==> src/rtl/proc_status_pkg.sv <==
// Package: proc_status_pkg
// Shared bit positions, field widths and types of the status word.
// Assumes a 32-bit word and an 8-line interrupt mask.
package proc_status_pkg;

    localparam int WORD_W  = 32;
    localparam int IRQ_W   = 8;

    localparam int POS_RE  = 25;
    localparam int POS_BEV = 22;
    localparam int POS_TS  = 21;
    localparam int POS_SR  = 20;
    localparam int POS_NMI = 19;
    localparam int POS_IM  = 8;
    localparam int POS_UM  = 4;
    localparam int POS_ERL = 2;
    localparam int POS_EXL = 1;
    localparam int POS_IE  = 0;

    localparam int NUM_STICKY = 3;

    // Kind of reset-vector entry seen this cycle, already prioritised.
    typedef enum logic [1:0] {
        RK_NONE = 2'd0,
        RK_HARD = 2'd1,
        RK_SOFT = 2'd2,
        RK_NMI  = 2'd3
    } rst_kind_e;

    // Plain software read/write fields.
    typedef struct packed {
        logic             re;
        logic             bev;
        logic [IRQ_W-1:0] im;
        logic             um;
        logic             erl;
        logic             exl;
        logic             ie;
    } rw_fields_t;

    // Bit position of sticky flag i (0: TS, 1: SR, 2: NMI).
    function automatic int sticky_pos(input int idx);
        case (idx)
            0:       return POS_TS;
            1:       return POS_SR;
            default: return POS_NMI;
        endcase
    endfunction

endpackage

==> src/rtl/psr_reset_arb.sv <==
// Module: psr_reset_arb
// Turns the simultaneous reset-type event inputs into one prioritised kind:
// hard beats soft, soft beats NMI. Purely combinational.
module psr_reset_arb
    import proc_status_pkg::*;
(
    input  logic      hard_i,
    input  logic      soft_i,
    input  logic      nmi_i,
    output rst_kind_e kind_o
);

    // Priority encode the event inputs.
    always_comb begin
        if (hard_i)      kind_o = RK_HARD;
        else if (soft_i) kind_o = RK_SOFT;
        else if (nmi_i)  kind_o = RK_NMI;
        else             kind_o = RK_NONE;
    end

endmodule

==> src/rtl/psr_sticky_flag.sv <==
// Module: psr_sticky_flag
// One hardware-set, software-clear-only flag. A load (reset event) forces
// load_val_i. Otherwise a write ANDs the flag with the written bit, and
// set_i then forces it to 1, so a hardware set wins over a clearing write.
// Assumes a synchronous active-low reset.
module psr_sticky_flag #(
    parameter logic RESET_VAL = 1'b0
) (
    input  logic clk,
    input  logic rst_n,
    input  logic load_i,
    input  logic load_val_i,
    input  logic we_i,
    input  logic wbit_i,
    input  logic set_i,
    output logic q_o
);

    logic q_next;

    // Next-state selection: load, then clear-only write, then hardware set.
    always_comb begin
        if (load_i) begin
            q_next = load_val_i;
        end else begin
            q_next = we_i ? (q_o & wbit_i) : q_o;
            if (set_i) q_next = 1'b1;
        end
    end

    // Flag storage.
    always_ff @(posedge clk) begin
        if (!rst_n) q_o <= RESET_VAL;
        else        q_o <= q_next;
    end

    // A write can only clear; without a hardware set or load the flag never rises.
    assert_no_sw_set_R6: assert property (@(posedge clk) disable iff (!rst_n)
        (!load_i && !set_i && !q_o) |=> !q_o);

    // A hardware set outside a load leaves the flag at 1, even under a write.
    assert_hw_set_wins_R7: assert property (@(posedge clk) disable iff (!rst_n)
        (!load_i && set_i) |=> q_o);

endmodule

==> src/rtl/psr_rw_fields.sv <==
// Module: psr_rw_fields
// Storage for the plain read/write fields. Any reset event forces BEV=1,
// ERL=1, EXL=0 and IE=0. Only a hard reset also clears RE, IM and UM.
// Otherwise a software write loads every field.
module psr_rw_fields
    import proc_status_pkg::*;
(
    input  logic       clk,
    input  logic       rst_n,
    input  rst_kind_e  kind_i,
    input  logic       we_i,
    input  rw_fields_t wr_i,
    output rw_fields_t q_o
);

    rw_fields_t nxt;

    // Next-state selection: reset event, then software write, else hold.
    always_comb begin
        nxt = q_o;
        if (kind_i != RK_NONE) begin
            nxt.bev = 1'b1;
            nxt.erl = 1'b1;
            nxt.exl = 1'b0;
            nxt.ie  = 1'b0;
            if (kind_i == RK_HARD) begin
                nxt.re = 1'b0;
                nxt.im = '0;
                nxt.um = 1'b0;
            end
        end else if (we_i) begin
            nxt = wr_i;
        end
    end

    // Field storage with the hard-reset values.
    always_ff @(posedge clk) begin
        if (!rst_n) begin
            q_o     <= '0;
            q_o.bev <= 1'b1;
            q_o.erl <= 1'b1;
        end else begin
            q_o <= nxt;
        end
    end

    // Soft and NMI entries leave the mask untouched.
    assert_mask_kept_R2: assert property (@(posedge clk) disable iff (!rst_n)
        (kind_i == RK_SOFT || kind_i == RK_NMI) |=> (q_o.im == $past(q_o.im)));

endmodule

==> src/rtl/psr_irq_gen.sv <==
// Module: psr_irq_gen
// Interrupt request: enable AND the OR over all lines of (mask AND pending).
// The per-line terms are built with a generate loop.
module psr_irq_gen #(
    parameter int LINES = 8
) (
    input  logic             ie_i,
    input  logic [LINES-1:0] mask_i,
    input  logic [LINES-1:0] pend_i,
    output logic             irq_o
);

    logic [LINES-1:0] hit;

    for (genvar g = 0; g < LINES; g++) begin : g_line
        assign hit[g] = mask_i[g] & pend_i[g];
    end

    // Combine the per-line hits with the global enable.
    always_comb irq_o = ie_i & (|hit);

endmodule

==> src/rtl/psr_mode_out.sv <==
// Module: psr_mode_out
// Derives effective privilege, effective endianness and the vector select
// from the stored fields. Assumes the debug state is held by the caller.
module psr_mode_out (
    input  logic um_i,
    input  logic exl_i,
    input  logic erl_i,
    input  logic re_i,
    input  logic bev_i,
    input  logic debug_i,
    input  logic cfg_big_i,
    output logic user_o,
    output logic big_o,
    output logic boot_o
);

    // User only when no exception, error or debug override is active.
    always_comb user_o = um_i & ~exl_i & ~erl_i & ~debug_i;

    // Reversal applies only to effective user-mode accesses.
    always_comb big_o = cfg_big_i ^ (re_i & user_o);

    // Vector base select follows the stored bit.
    always_comb boot_o = bev_i;

endmodule

==> src/rtl/proc_status_reg.sv <==
// Module: proc_status_reg
// Top of the status register. It arbitrates the reset events, holds the
// read/write fields and the three sticky flags, assembles the read word and
// drives the mode, endianness, vector and interrupt outputs.
// Assumes a synchronous active-low reset and single-cycle event pulses.
module proc_status_reg
    import proc_status_pkg::*;
(
    input  logic              clk,
    input  logic              rst_n,
    input  logic              hard_rst_i,
    input  logic              soft_rst_i,
    input  logic              nmi_i,
    input  logic              tlb_shutdown_i,
    input  logic              debug_i,
    input  logic              cfg_big_endian_i,
    input  logic [IRQ_W-1:0]  irq_pend_i,
    input  logic              sw_we_i,
    input  logic [WORD_W-1:0] sw_wdata_i,
    output logic [WORD_W-1:0] sw_rdata_o,
    output logic              user_mode_o,
    output logic              big_endian_o,
    output logic              boot_vec_o,
    output logic              irq_o
);

    rst_kind_e             kind;
    rw_fields_t            rw_q;
    rw_fields_t            rw_wr;
    logic [NUM_STICKY-1:0] sticky_q;
    logic [NUM_STICKY-1:0] sticky_set;
    logic [NUM_STICKY-1:0] sticky_lval;
    logic                  any_evt;
    logic                  unused_wbits;

    psr_reset_arb u_arb (
        .hard_i (hard_rst_i),
        .soft_i (soft_rst_i),
        .nmi_i  (nmi_i),
        .kind_o (kind)
    );

    assign any_evt = (kind != RK_NONE);

    // Unpack the written word into the read/write field struct.
    always_comb begin
        rw_wr.re  = sw_wdata_i[POS_RE];
        rw_wr.bev = sw_wdata_i[POS_BEV];
        rw_wr.im  = sw_wdata_i[POS_IM +: IRQ_W];
        rw_wr.um  = sw_wdata_i[POS_UM];
        rw_wr.erl = sw_wdata_i[POS_ERL];
        rw_wr.exl = sw_wdata_i[POS_EXL];
        rw_wr.ie  = sw_wdata_i[POS_IE];
    end

    // Reserved write bits are deliberately dropped.
    assign unused_wbits = ^sw_wdata_i;

    psr_rw_fields u_rw (
        .clk    (clk),
        .rst_n  (rst_n),
        .kind_i (kind),
        .we_i   (sw_we_i),
        .wr_i   (rw_wr),
        .q_o    (rw_q)
    );

    // Per-flag hardware set sources and load values on a reset event.
    always_comb begin
        sticky_set     = '0;
        sticky_set[0]  = tlb_shutdown_i;
        sticky_lval    = '0;
        sticky_lval[1] = (kind == RK_SOFT);
        sticky_lval[2] = (kind == RK_NMI);
    end

    for (genvar g = 0; g < NUM_STICKY; g++) begin : g_sticky
        localparam int BITPOS = sticky_pos(g);
        psr_sticky_flag #(.RESET_VAL(1'b0)) u_flag (
            .clk        (clk),
            .rst_n      (rst_n),
            .load_i     (any_evt),
            .load_val_i (sticky_lval[g]),
            .we_i       (sw_we_i),
            .wbit_i     (sw_wdata_i[BITPOS]),
            .set_i      (sticky_set[g]),
            .q_o        (sticky_q[g])
        );
    end

    // Assemble the read word; undefined positions stay zero.
    always_comb begin
        sw_rdata_o                     = '0;
        sw_rdata_o[POS_RE]             = rw_q.re;
        sw_rdata_o[POS_BEV]            = rw_q.bev;
        sw_rdata_o[POS_TS]             = sticky_q[0];
        sw_rdata_o[POS_SR]             = sticky_q[1];
        sw_rdata_o[POS_NMI]            = sticky_q[2];
        sw_rdata_o[POS_IM +: IRQ_W]    = rw_q.im;
        sw_rdata_o[POS_UM]             = rw_q.um;
        sw_rdata_o[POS_ERL]            = rw_q.erl;
        sw_rdata_o[POS_EXL]            = rw_q.exl;
        sw_rdata_o[POS_IE]             = rw_q.ie;
    end

    psr_mode_out u_mode (
        .um_i      (rw_q.um),
        .exl_i     (rw_q.exl),
        .erl_i     (rw_q.erl),
        .re_i      (rw_q.re),
        .bev_i     (rw_q.bev),
        .debug_i   (debug_i),
        .cfg_big_i (cfg_big_endian_i),
        .user_o    (user_mode_o),
        .big_o     (big_endian_o),
        .boot_o    (boot_vec_o)
    );

    psr_irq_gen #(.LINES(IRQ_W)) u_irq (
        .ie_i   (rw_q.ie),
        .mask_i (rw_q.im),
        .pend_i (irq_pend_i),
        .irq_o  (irq_o)
    );

    // After a hard reset pulse the vector is bootstrap and error level is set.
    assert_hard_reset_R1: assert property (@(posedge clk) disable iff (!rst_n)
        hard_rst_i |=> (boot_vec_o && sw_rdata_o[POS_ERL] && !irq_o && !user_mode_o));

    // A soft reset records its cause and clears the NMI cause.
    assert_soft_cause_R2: assert property (@(posedge clk) disable iff (!rst_n)
        (soft_rst_i && !hard_rst_i) |=> (sw_rdata_o[POS_SR] && !sw_rdata_o[POS_NMI]));

    // An NMI alone records its cause and clears the soft cause.
    assert_nmi_cause_R3: assert property (@(posedge clk) disable iff (!rst_n)
        (nmi_i && !soft_rst_i && !hard_rst_i) |=> (sw_rdata_o[POS_NMI] && !sw_rdata_o[POS_SR]));

    // A write with no event lands in the vector-select bit one cycle later.
    assert_rw_load_R5: assert property (@(posedge clk) disable iff (!rst_n)
        (sw_we_i && !hard_rst_i && !soft_rst_i && !nmi_i)
        |=> (boot_vec_o == $past(sw_wdata_i[POS_BEV])));

endmodule

==> config.mk <==
export PLATFORM = sky130hd
export DESIGN_NAME = proc_status_reg
export DESIGN_NICKNAME = d
export VERILOG_FILES = /design/src/rtl/proc_status_pkg.sv /design/src/rtl/psr_reset_arb.sv /design/src/rtl/psr_sticky_flag.sv /design/src/rtl/psr_rw_fields.sv /design/src/rtl/psr_irq_gen.sv /design/src/rtl/psr_mode_out.sv /design/src/rtl/proc_status_reg.sv
export SDC_FILE = /design/constraint.sdc
export NUM_CORES = 1
export LEC_CHECK = 0
export BUFFER_PORTS_ARGS = -buffer_cell sky130_fd_sc_hd__buf_2
export CAP_MARGIN = 30
export CORE_MARGIN = 2
export CORE_UTILIZATION = 37
export CTS_BUF_LIST = sky130_fd_sc_hd__clkbuf_16
export DETAILED_ROUTE_END_ITERATION = 8
export PLACE_DENSITY = 0.87
export SYNTH_ARGS = -nofsm -noshare
export SYNTH_HDL_FRONTEND = slang
export SYNTH_SLANG_ARGS = --single-unit
export TNS_END_PERCENT = 1
==> constraint.sdc <==
create_clock -name clk -period 1.3 [get_ports clk]
set_input_delay 0.065 -clock clk [delete_from_list [all_inputs] [get_ports clk]]
set_output_delay 0.065 -clock clk [all_outputs]
set_load 0.05 [all_outputs]
==> results of run 1 <==
-- path summary, 6_finish.rpt --
| check | start | endpoint | slack, ns | cells after the start |
|---|---|---|---|---|
| min | sw_wdata_i[2] | u_rw.q_o[2] | 0.04 | 3 |
| max reg2reg | u_rw.q_o[2] | u_rw.q_o[2] | 0.54 | 3 |
| min reg2reg | g_sticky[2].u_flag.q_o | g_sticky[2].u_flag.q_o | 0.47 | 2 |
| max | u_rw.q_o[1] | big_endian_o | -0.07 | 4 |
-- cell families (layout without fill, tap and decap cells) --
kind of cell	count (synthesis)	after routing	share of synthesized area, %
DFF	17	17	34.9
other	1	15	0.384
and+or+nand+nor	32	32	21.2
buffers and inverters	33	69	23.6
AOI/OAI and AO/OA	21	21	15.0
xor gates and xnor gates	1	1	0.898
muxes	4	4	4.10
-- layout make-up --
class	instances	area, um2
Multi-Input combinational cell	73	512
Fill cell	263	1190
Sequential cell	17	342
Timing Repair Buffer	60	322
Clock buffer	3	75.1
Inverter	5	18.8
Tap cell	30	37.5
Clock inverter	1	5.00
-- registers in the layout, summed over array words and instances (netlist names) --
name	cells
u_rw.q_o	14
g_sticky.u_flag.q_o	3
-- worst reg2reg max path: cells and delay by family, from the launching register on --
family	cells	cell delay, ns
simple gates	1	0.07
buf+inv	1	0.14
mux	1	0.12
flops	1	0.33
-- metrics by stage --
step                hold WS [ns]  setup TNS, ns  area, um2  total power, mW
floorplan                  0.168         -0.551       1070            0.778
global placement           0.280              0       1210            0.812
detailed placement         0.292              0       1210            0.815
CTS                       0.0408        -0.0949       1300             1.44
global route              0.0434         -0.127       1310             1.49
finish                    0.0441        -0.0719       1310             1.43
-- layer usage --
metal | vias to the layer above | part of all wire (%) | GRT usage (%)
met5 | - | 0 | 0
met4 | 0 | 0.56 | 3.14
met3 | 2 | 7.4 | 4.68
met2 | 43 | 46 | 23.0
met1 | 377 | 46 | 17.2
li1 | 431 | - | -
-- cell usage in the layout, fill, tap and decap left out, types with 3 or more instances in the layout --
master / instances
a21boi_1: 10
a21oi_1: 3
buf_2: 53
buf_4: 6
clkbuf_16: 3
conb_1: 15
dfxtp_1: 16
inv_1: 5
mux2i_1: 4
nand2_1: 12
nand3b_1: 10
nor2_1: 3
-- power groups by stage --
stage	clock, mW	sequential, mW	combinational (mW)
5_1_grt	0.664	0.537	0.288
3_3_place_gp	0	0.547	0.265
2_1_floorplan	0	0.559	0.218
6_report	0.617	0.536	0.272
4_1_cts	0.627	0.536	0.272
3_5_place_dp	0	0.547	0.269
-- timing repair --
action                                  in CTS  in global routing
endpoints found under the hold margin        0                  0
buffers inserted                             1                  0
resized for setup                            2                  2
hold buffers                                 0                  0
endpoints found under the setup margin       1                  2
pin swaps                                    3                  2
==> key figures, run 1 <==
Outcome
  • Status: finished, violations left
  • Violated checks: setup timing

Timing
  • RSZ-0062 raised after global routing: true
  • Final Max Slew Viols: 0
  • Final setup fails: 1
  • Fin crit share: 106%
  • Max Freq: 729 MHz
  • Fin. Hold Viols: 0
  • Fin crit period: 1.37 ns
  • Final Skew: 0 ns
  • Final worst slack: -0.0719 ns

Critical path
  • Setup crit start kind: flip-flop
  • Worst path bufs/invs: 1
  • CP Cell Sequence: nor4b_4 -> nand2_2 -> xnor2_4 -> buf_6
  • Crit path DAT: 1.31 ns
  • CP Capture Type: output pin
  • CP max-delay cell: dfxtp_2
  • Max FO, Critical Path: 2
  • WS Path Type: reg2out
  • Crit path largest cell delay: 0.33 ns
  • Top cell family by delay on the critical path: simple AND/OR/NAND/NOR gates
  • Worst Path Required: 1.24 ns

Floorplan
  • Chip Height: 55.4 um
  • Core Region: 2500 um2
  • Die width: 55.4 um
  • FP Rows: 18
  • Initial Util: 39.0%
  • Io pins: 85
  • Total die area: 3060 um2

Logic synthesis
  • Number of synthesized flops with an enable pin: 0
  • Ys Warns: 0
  • Top FF cell, synth: dfxtp_1
  • Post-synth top area cell: dfxtp_1
  • Syn_area_per_cell: 8.95 um2
  • Most common cell in the netlist: buf_4
  • Post-Syn Instances: 109
  • Distinct cells, synth: 24
  • Synth top area cells: dfxtp_1 35%, buf_4 18%, a21boi_1 7.7%
  • Share of the synthesized area in the top cell type: 34.9%
  • Syn Std Cell Area: 976 um2
  • Sequential element share of the synthesized area: 34.9%
  • Fraction of registers with async set/reset: 0%
  • Post-synthesis register bit count: 17
  • Synth cell count leaders: 24 x buf_4, 17 x dfxtp_1, 13 x nand2_1

Pwr
  • Logic gate share of total power: 19.1%
  • Switching Share: 28.2%
  • Switch Pwr: 0.401 mW
  • Peak supply drop: 0.863 mV
  • Clock share of power: 43.3%
  • PD cells: 1090 nW/um2
  • Internal power: 1.02 mW
  • Power share of the sequential group: 37.6%
  • Leakage: 0.631 nW

Clock tree
  • Sink Count: 17
  • Clock-pin slew on the worst setup and hold paths: 0.05 ns
  • CTS tree: yes
  • H-tree depth: 1
  • Clock Latency Late Sink: 0.24 ns
  • CTS root buf: clkbuf_16
  • CTS buffer count: 3
  • Clock Tree Buf Depth: 2

Place
  • Pre-CTS WS: 0.0209 ns
  • RePlAce Congestion: 0.776
  • HPWL after DPL: 1710 um
  • Dpl cells: 184
  • Port bufs: 54

GRT
  • First-pass GRT wire length: 3460 um
  • Number of global-route vias before repair: 770
  • Grt total ovfl: 0
  • All-Layer GR Usage: 13.8%
  • Largest net degree at the start of global routing: 12
  • Initial antenna violation count: 0

Flow run
  • Max-Cap Viols: 0

Routing
  • Vias: 853
  • WL final: 2130 um
  • Vias per cell: 4.51
  • Iter 0 DRT Violations: 26
  • Remaining antenna violation count: 0
  • Drt pass-1 iters: 4
  • Post-route DRC violation count: 0
  • WL/cell: 11.3 um

Cells and area
  • Post-layout util: 52.5%
  • ANT cells: 0
  • Layout cells sized above 1: 46.5%
  • Layout Nets: 209
  • Syn-to-layout area delta: 34.4%
  • Post-route insts no fill: 189

Worst hold path
  • Hold Crit Class: in2reg
(Power assumes the default switching activity.)
==> run 2: changes to the inputs <==
--- a/config.mk
+++ b/config.mk
@@ -10,8 +10,10 @@
 export CORE_MARGIN = 2
 export CORE_UTILIZATION = 37
 export CTS_BUF_LIST = sky130_fd_sc_hd__clkbuf_16
+export CTS_CLUSTER_SIZE = 40
 export DETAILED_ROUTE_END_ITERATION = 8
 export PLACE_DENSITY = 0.87
+export SETUP_SLACK_MARGIN = 0.1
 export SYNTH_ARGS = -nofsm -noshare
 export SYNTH_HDL_FRONTEND = slang
 export SYNTH_SLANG_ARGS = --single-unit
==> key figures, run 2 (synthesis gave the netlist of run 1 again) <==
Critical path
  • Setup crit start: u_rw.q_o[1]
  • CP max-delay cell: dfxtp_2
  • CP Capture Type: output pin
  • Crit path largest cell delay: 0.33 ns
  • Top cell family by delay on the critical path: simple AND/OR/NAND/NOR gates
  • Max FO, Critical Path: 2
  • Crit path DAT: 1.31 ns
  • Setup crit start kind: flip-flop
  • Worst R2R Start: u_rw.q_o[2]
  • Worst Path Required: 1.24 ns
  • WS Path Type: reg2out
  • Worst path bufs/invs: 1
  • CP Cell Sequence: nor4b_4 -> nand2_2 -> xnor2_4 -> buf_6

Floorplan
  • Io pins: 85
  • FP Rows: 18
  • Total die area: 3060 um2
  • Chip Height: 55.4 um
  • Die width: 55.4 um
  • Initial Util: 39.0%
  • Core Region: 2500 um2

Routing
  • Iter 0 DRT Violations: 23
  • Remaining antenna violation count: 0
  • WL final: 2170 um
  • Vias: 852
  • Vias per cell: 4.51
  • WL/cell: 11.5 um
  • Drt pass-1 iters: 4
  • Post-route DRC violation count: 0

Pwr
  • Power share of the sequential group: 37.7%
  • Peak supply drop: 0.861 mV
  • Total power: 1.42 mW
  • Clock share of power: 43.1%
  • Switch Pwr: 0.400 mW
  • Switching Share: 28.1%
  • Logic gate share of total power: 19.2%
  • Leakage: 0.634 nW
  • Internal power: 1.02 mW
  • PD cells: 1070 nW/um2

Clock tree
  • CTS tree: yes
  • Cts hold-fix bufs: 0
  • Clock Latency Late Sink: 0.24 ns
  • CTS root buf: clkbuf_16
  • Clock Tree Buf Depth: 2
  • Clock-pin slew on the worst setup and hold paths: 0.05 ns
  • Sink Count: 17
  • CTS buffer count: 3
  • H-tree depth: 1

Outcome
  • Status: finished, violations left
  • Violated checks: setup timing

Timing
  • Hold slack: 0.0450 ns
  • Max Freq: 730 MHz
  • Final Max Slew Viols: 0
  • RSZ-0062 raised after global routing: true
  • Final worst slack: -0.0708 ns
  • Final Skew: 0 ns
  • Fin crit share: 105%
  • Final setup fails: 1
  • Fin. Hold Viols: 0
  • Fin crit period: 1.37 ns

Cells and area
  • Max FFs per register: 14
  • Top flop regs: u_rw.q_o (14), g_sticky.u_flag.q_o (3)
  • Layout Nets: 209
  • Syn-to-layout area delta: 36.4%
  • ANT cells: 0
  • # fillers: 260
  • Most common cell after layout, fill and taps aside: buf_2
  • Layout cells sized above 1: 49.7%
  • Biggest register: u_rw.q_o
  • Most frequent cells in the layout: 52 x buf_2, 15 x conb_1, 13 x dfxtp_1, 12 x nand2_1

Place
  • RePlAce Congestion: 0.776
  • HPWL after DPL: 1710 um
  • Port bufs: 54

GRT
  • Grt total ovfl: 0
  • All-Layer GR Usage: 14.1%
  • Initial antenna violation count: 0
  • Number of global-route vias before repair: 782
  • First-pass GRT wire length: 3540 um
  • Largest net degree at the start of global routing: 12

Flow run
  • Max-Cap Viols: 0

Worst hold path
  • Hold Crit Class: in2reg
  • Hold_sp: sw_wdata_i[2]
==> run 2: cell counts in the layout (fill, tap and decap cells not counted) <==
No cell type changed its count.
==> run 2: area by class of cell <==
cell class	count	area [um2]	share of cell area (%)
clock buffer	3	75.1	5.64
timing repair buffer	60	328	24.6
clock inverter	1	5.00	0.376
inverter	5	18.8	1.41
multi-input combinational	73	522	39.2
sequential	17	345	25.9
tap	30	37.5	2.82
==> run 2: worst min-delay path, stage by stage <==
cell and delay [ns]:
buf_2 0.08, mux2i_1 0.05, nand2_1 0.06
==> run 2: path summary, 6_finish.rpt <==
path,slack (ns),depth (start not counted),end
setup / recovery,-0.07,4,big_endian_o
hold / removal,0.04,3,u_rw.q_o[2]
setup reg to reg,0.54,3,u_rw.q_o[2]
hold reg to reg,0.47,2,g_sticky[2].u_flag.q_o
==> run 2: per-layer routing <==
metal,vias to the layer above,part of all wire [%],global-route usage [%]
met2,41,48,23.8
met3,2,7.0,4.68
li1,431,-,-
met4,0,0.55,3.14
met5,-,0,0
met1,378,45,17.5
==> run 2: what timing repair did <==
item / CTS / global route
setup endpoints to repair: 3 / 3
resized for setup: 5 / 6
hold endpoints to repair: 0 / 0
pin swaps: 3 / 2
setup buffers: 1 / 0
==> run 2: power groups by stage <==
| stage | Combinational, mW | Clock [mW] | Sequential (mW) |
|---|---|---|---|
| after floorplan | 0.218 | 0 | 0.559 |
| final | 0.274 | 0.614 | 0.537 |
| after global placement | 0.265 | 0 | 0.547 |
| after detailed placement | 0.269 | 0 | 0.547 |
| after global routing | 0.290 | 0.665 | 0.537 |
| after CTS | 0.274 | 0.627 | 0.536 |
==> run 2: stage by stage <==
step | instance area (um2) | util (%) | setup TNS [ns] | setup slack (ns) | instances
6_report | 1330 | 53.3 | -0.0708 | -0.0708 | 189
5_1_grt | 1330 | 53.3 | -0.127 | -0.127 | 189
4_1_cts | 1310 | 52.6 | -0.0949 | -0.0949 | 189
3_5_place_dp | 1210 | 48.3 | 0 | 0.0209 | 184
3_3_place_gp | 1210 | 48.3 | 0 | 0.0579 | 184
2_1_floorplan | 1070 | - | -0.551 | -0.377 | 123
==> run 3: changes to the inputs <==
==> constraint.sdc (replaced) <==
create_clock -name clk -period 1.4 [get_ports clk]
set_input_delay 0.07 -clock clk [delete_from_list [all_inputs] [get_ports clk]]
set_output_delay 0.07 -clock clk [all_outputs]
set_load 0.05 [all_outputs]
==> key figures, run 3 (synthesis gave the netlist of run 1 again) <==
Outcome
  • Status: finished clean

Cells and area
  • Syn-to-layout area delta: 33.2%
  • ANT cells: 0
  • Post-route insts no fill: 188
  • Max FFs per register: 14
  • Layout Nets: 208
  • Most frequent cells in the layout: 52 x buf_2, 16 x dfxtp_1, 15 x conb_1, 12 x nand2_1
  • Most common cell after layout, fill and taps aside: buf_2
  • Layout cells sized above 1: 44.9%
  • Top flop regs: u_rw.q_o (14), g_sticky.u_flag.q_o (3)
  • # fillers: 250
  • Biggest register: u_rw.q_o

Routing
  • Vias per cell: 4.45
  • Iter 0 DRT Violations: 21
  • WL final: 2150 um
  • Post-route DRC violation count: 0
  • Vias: 836
  • WL/cell: 11.4 um
  • Drt pass-1 iters: 3
  • Remaining antenna violation count: 0

Critical path
  • Worst path bufs/invs: 1
  • Top cell family by delay on the critical path: simple AND/OR/NAND/NOR gates
  • Worst R2R Start: u_rw.q_o[1]
  • WS Path Type: reg2out
  • Worst Path Required: 1.33 ns
  • Crit path DAT: 1.32 ns
  • Setup crit start: u_rw.q_o[1]
  • Crit path largest cell delay: 0.33 ns
  • CP Capture Type: output pin
  • Max FO, Critical Path: 2
  • CP Cell Sequence: nor4b_4 -> nand2_2 -> xnor2_4 -> buf_6
  • CP max-delay cell: dfxtp_2
  • Setup crit start kind: flip-flop

GRT
  • Grt total ovfl: 0
  • Largest net degree at the start of global routing: 14
  • Number of global-route vias before repair: 774
  • First-pass GRT wire length: 3540 um
  • All-Layer GR Usage: 14.4%
  • Initial antenna violation count: 0

Floorplan
  • Core Region: 2500 um2
  • Chip Height: 55.4 um
  • Initial Util: 39.0%
  • Die width: 55.4 um
  • Io pins: 85
  • FP Rows: 18
  • Total die area: 3060 um2

Flow run
  • Max-Cap Viols: 0

Timing
  • Max Freq: 719 MHz
  • Final Max Slew Viols: 0
  • Final setup fails: 0
  • Fin crit share: 99.3%
  • Hold slack: 0.0400 ns
  • Setup TNS: 0 ns
  • Final Skew: 0 ns
  • Fin. Hold Viols: 0
  • RSZ-0062 raised after global routing: true
  • Fin crit period: 1.39 ns

Clock tree
  • CTS buffer count: 3
  • CTS tree: yes
  • Cts hold-fix bufs: 0
  • H-tree depth: 1
  • Clock Latency Late Sink: 0.24 ns
  • Clock-pin slew on the worst setup and hold paths: 0.05 ns
  • Clock Tree Buf Depth: 2
  • CTS root buf: clkbuf_16
  • Sink Count: 17

Place
  • Dpl cells: 183
  • RePlAce Congestion: 0.772
  • Port bufs: 54
  • HPWL after DPL: 1670 um

Pwr
  • PD cells: 1010 nW/um2
  • Internal power: 0.948 mW
  • Leakage: 0.627 nW
  • Power share of the sequential group: 38.0%
  • Total power: 1.31 mW
  • Peak supply drop: 0.561 mV
  • Clock share of power: 42.8%
  • Logic gate share of total power: 19.2%
  • Switching Share: 27.7%
  • Switch Pwr: 0.362 mW

Worst hold path
  • Hold Crit Class: in2reg
  • Hold_sp: sw_wdata_i[22]
run 3: final cells by class:
type / count / area, um2 / area share, %
clock buffers: 3 / 75.1 / 5.77
flip-flops and latches: 17 / 342 / 26.3
repair buffers: 59 / 317 / 24.4
well taps: 30 / 37.5 / 2.89
inverters: 5 / 18.8 / 1.44
clock inverters: 1 / 3.75 / 0.289
multi-input cells: 73 / 507 / 39.0
run 3: tightest hold or removal path, stage by stage:
cell and delay, ns:
buf_2 0.07, mux2i_1 0.05, nand2_1 0.06
run 3: power groups by stage:
stage / logic, mW / clock network, mW / registers (mW)
after floorplan: 0.203 / 0 / 0.520
after global placement: 0.246 / 0 / 0.508
after detailed placement: 0.248 / 0 / 0.508
after CTS: 0.251 / 0.578 / 0.498
after global routing: 0.267 / 0.597 / 0.499
final: 0.252 / 0.560 / 0.498
run 3: layer usage:
layer  vias to the layer above  global-route usage, %  wire length (um)
li1                        426                      -                 -
met2                        41                   23.0               985
met3                         2                   4.45               181
met1                       367                   17.9               966
met4                         0                   6.27                11
met5                         -                      0                 0
run 3: what timing repair did:
action                                  4_1_cts  5_1_grt
pin swaps                                     3        0
buffers inserted                              1        0
endpoints found under the setup margin        1        3
resized for setup                             2        2
run 3: through the flow:
step,setup WS [ns],utilization [%],area [um2]
2_1_floorplan,-0.282,-,1070
3_3_place_gp,0.135,48.0,1200
3_5_place_dp,0.135,48.0,1200
4_1_cts,-0.0114,51.7,1290
5_1_grt,-0.0857,52.0,1300
6_report,0.00968,52.0,1300
run 3: final timing paths:
check | end | slack (ns) | cells after the start
setup / recovery | big_endian_o | 0.01 | 4
hold / removal | u_rw.q_o[12] | 0.04 | 3
setup reg to reg | u_rw.q_o[1] | 0.67 | 3
hold reg to reg | g_sticky[2].u_flag.q_o | 0.47 | 2
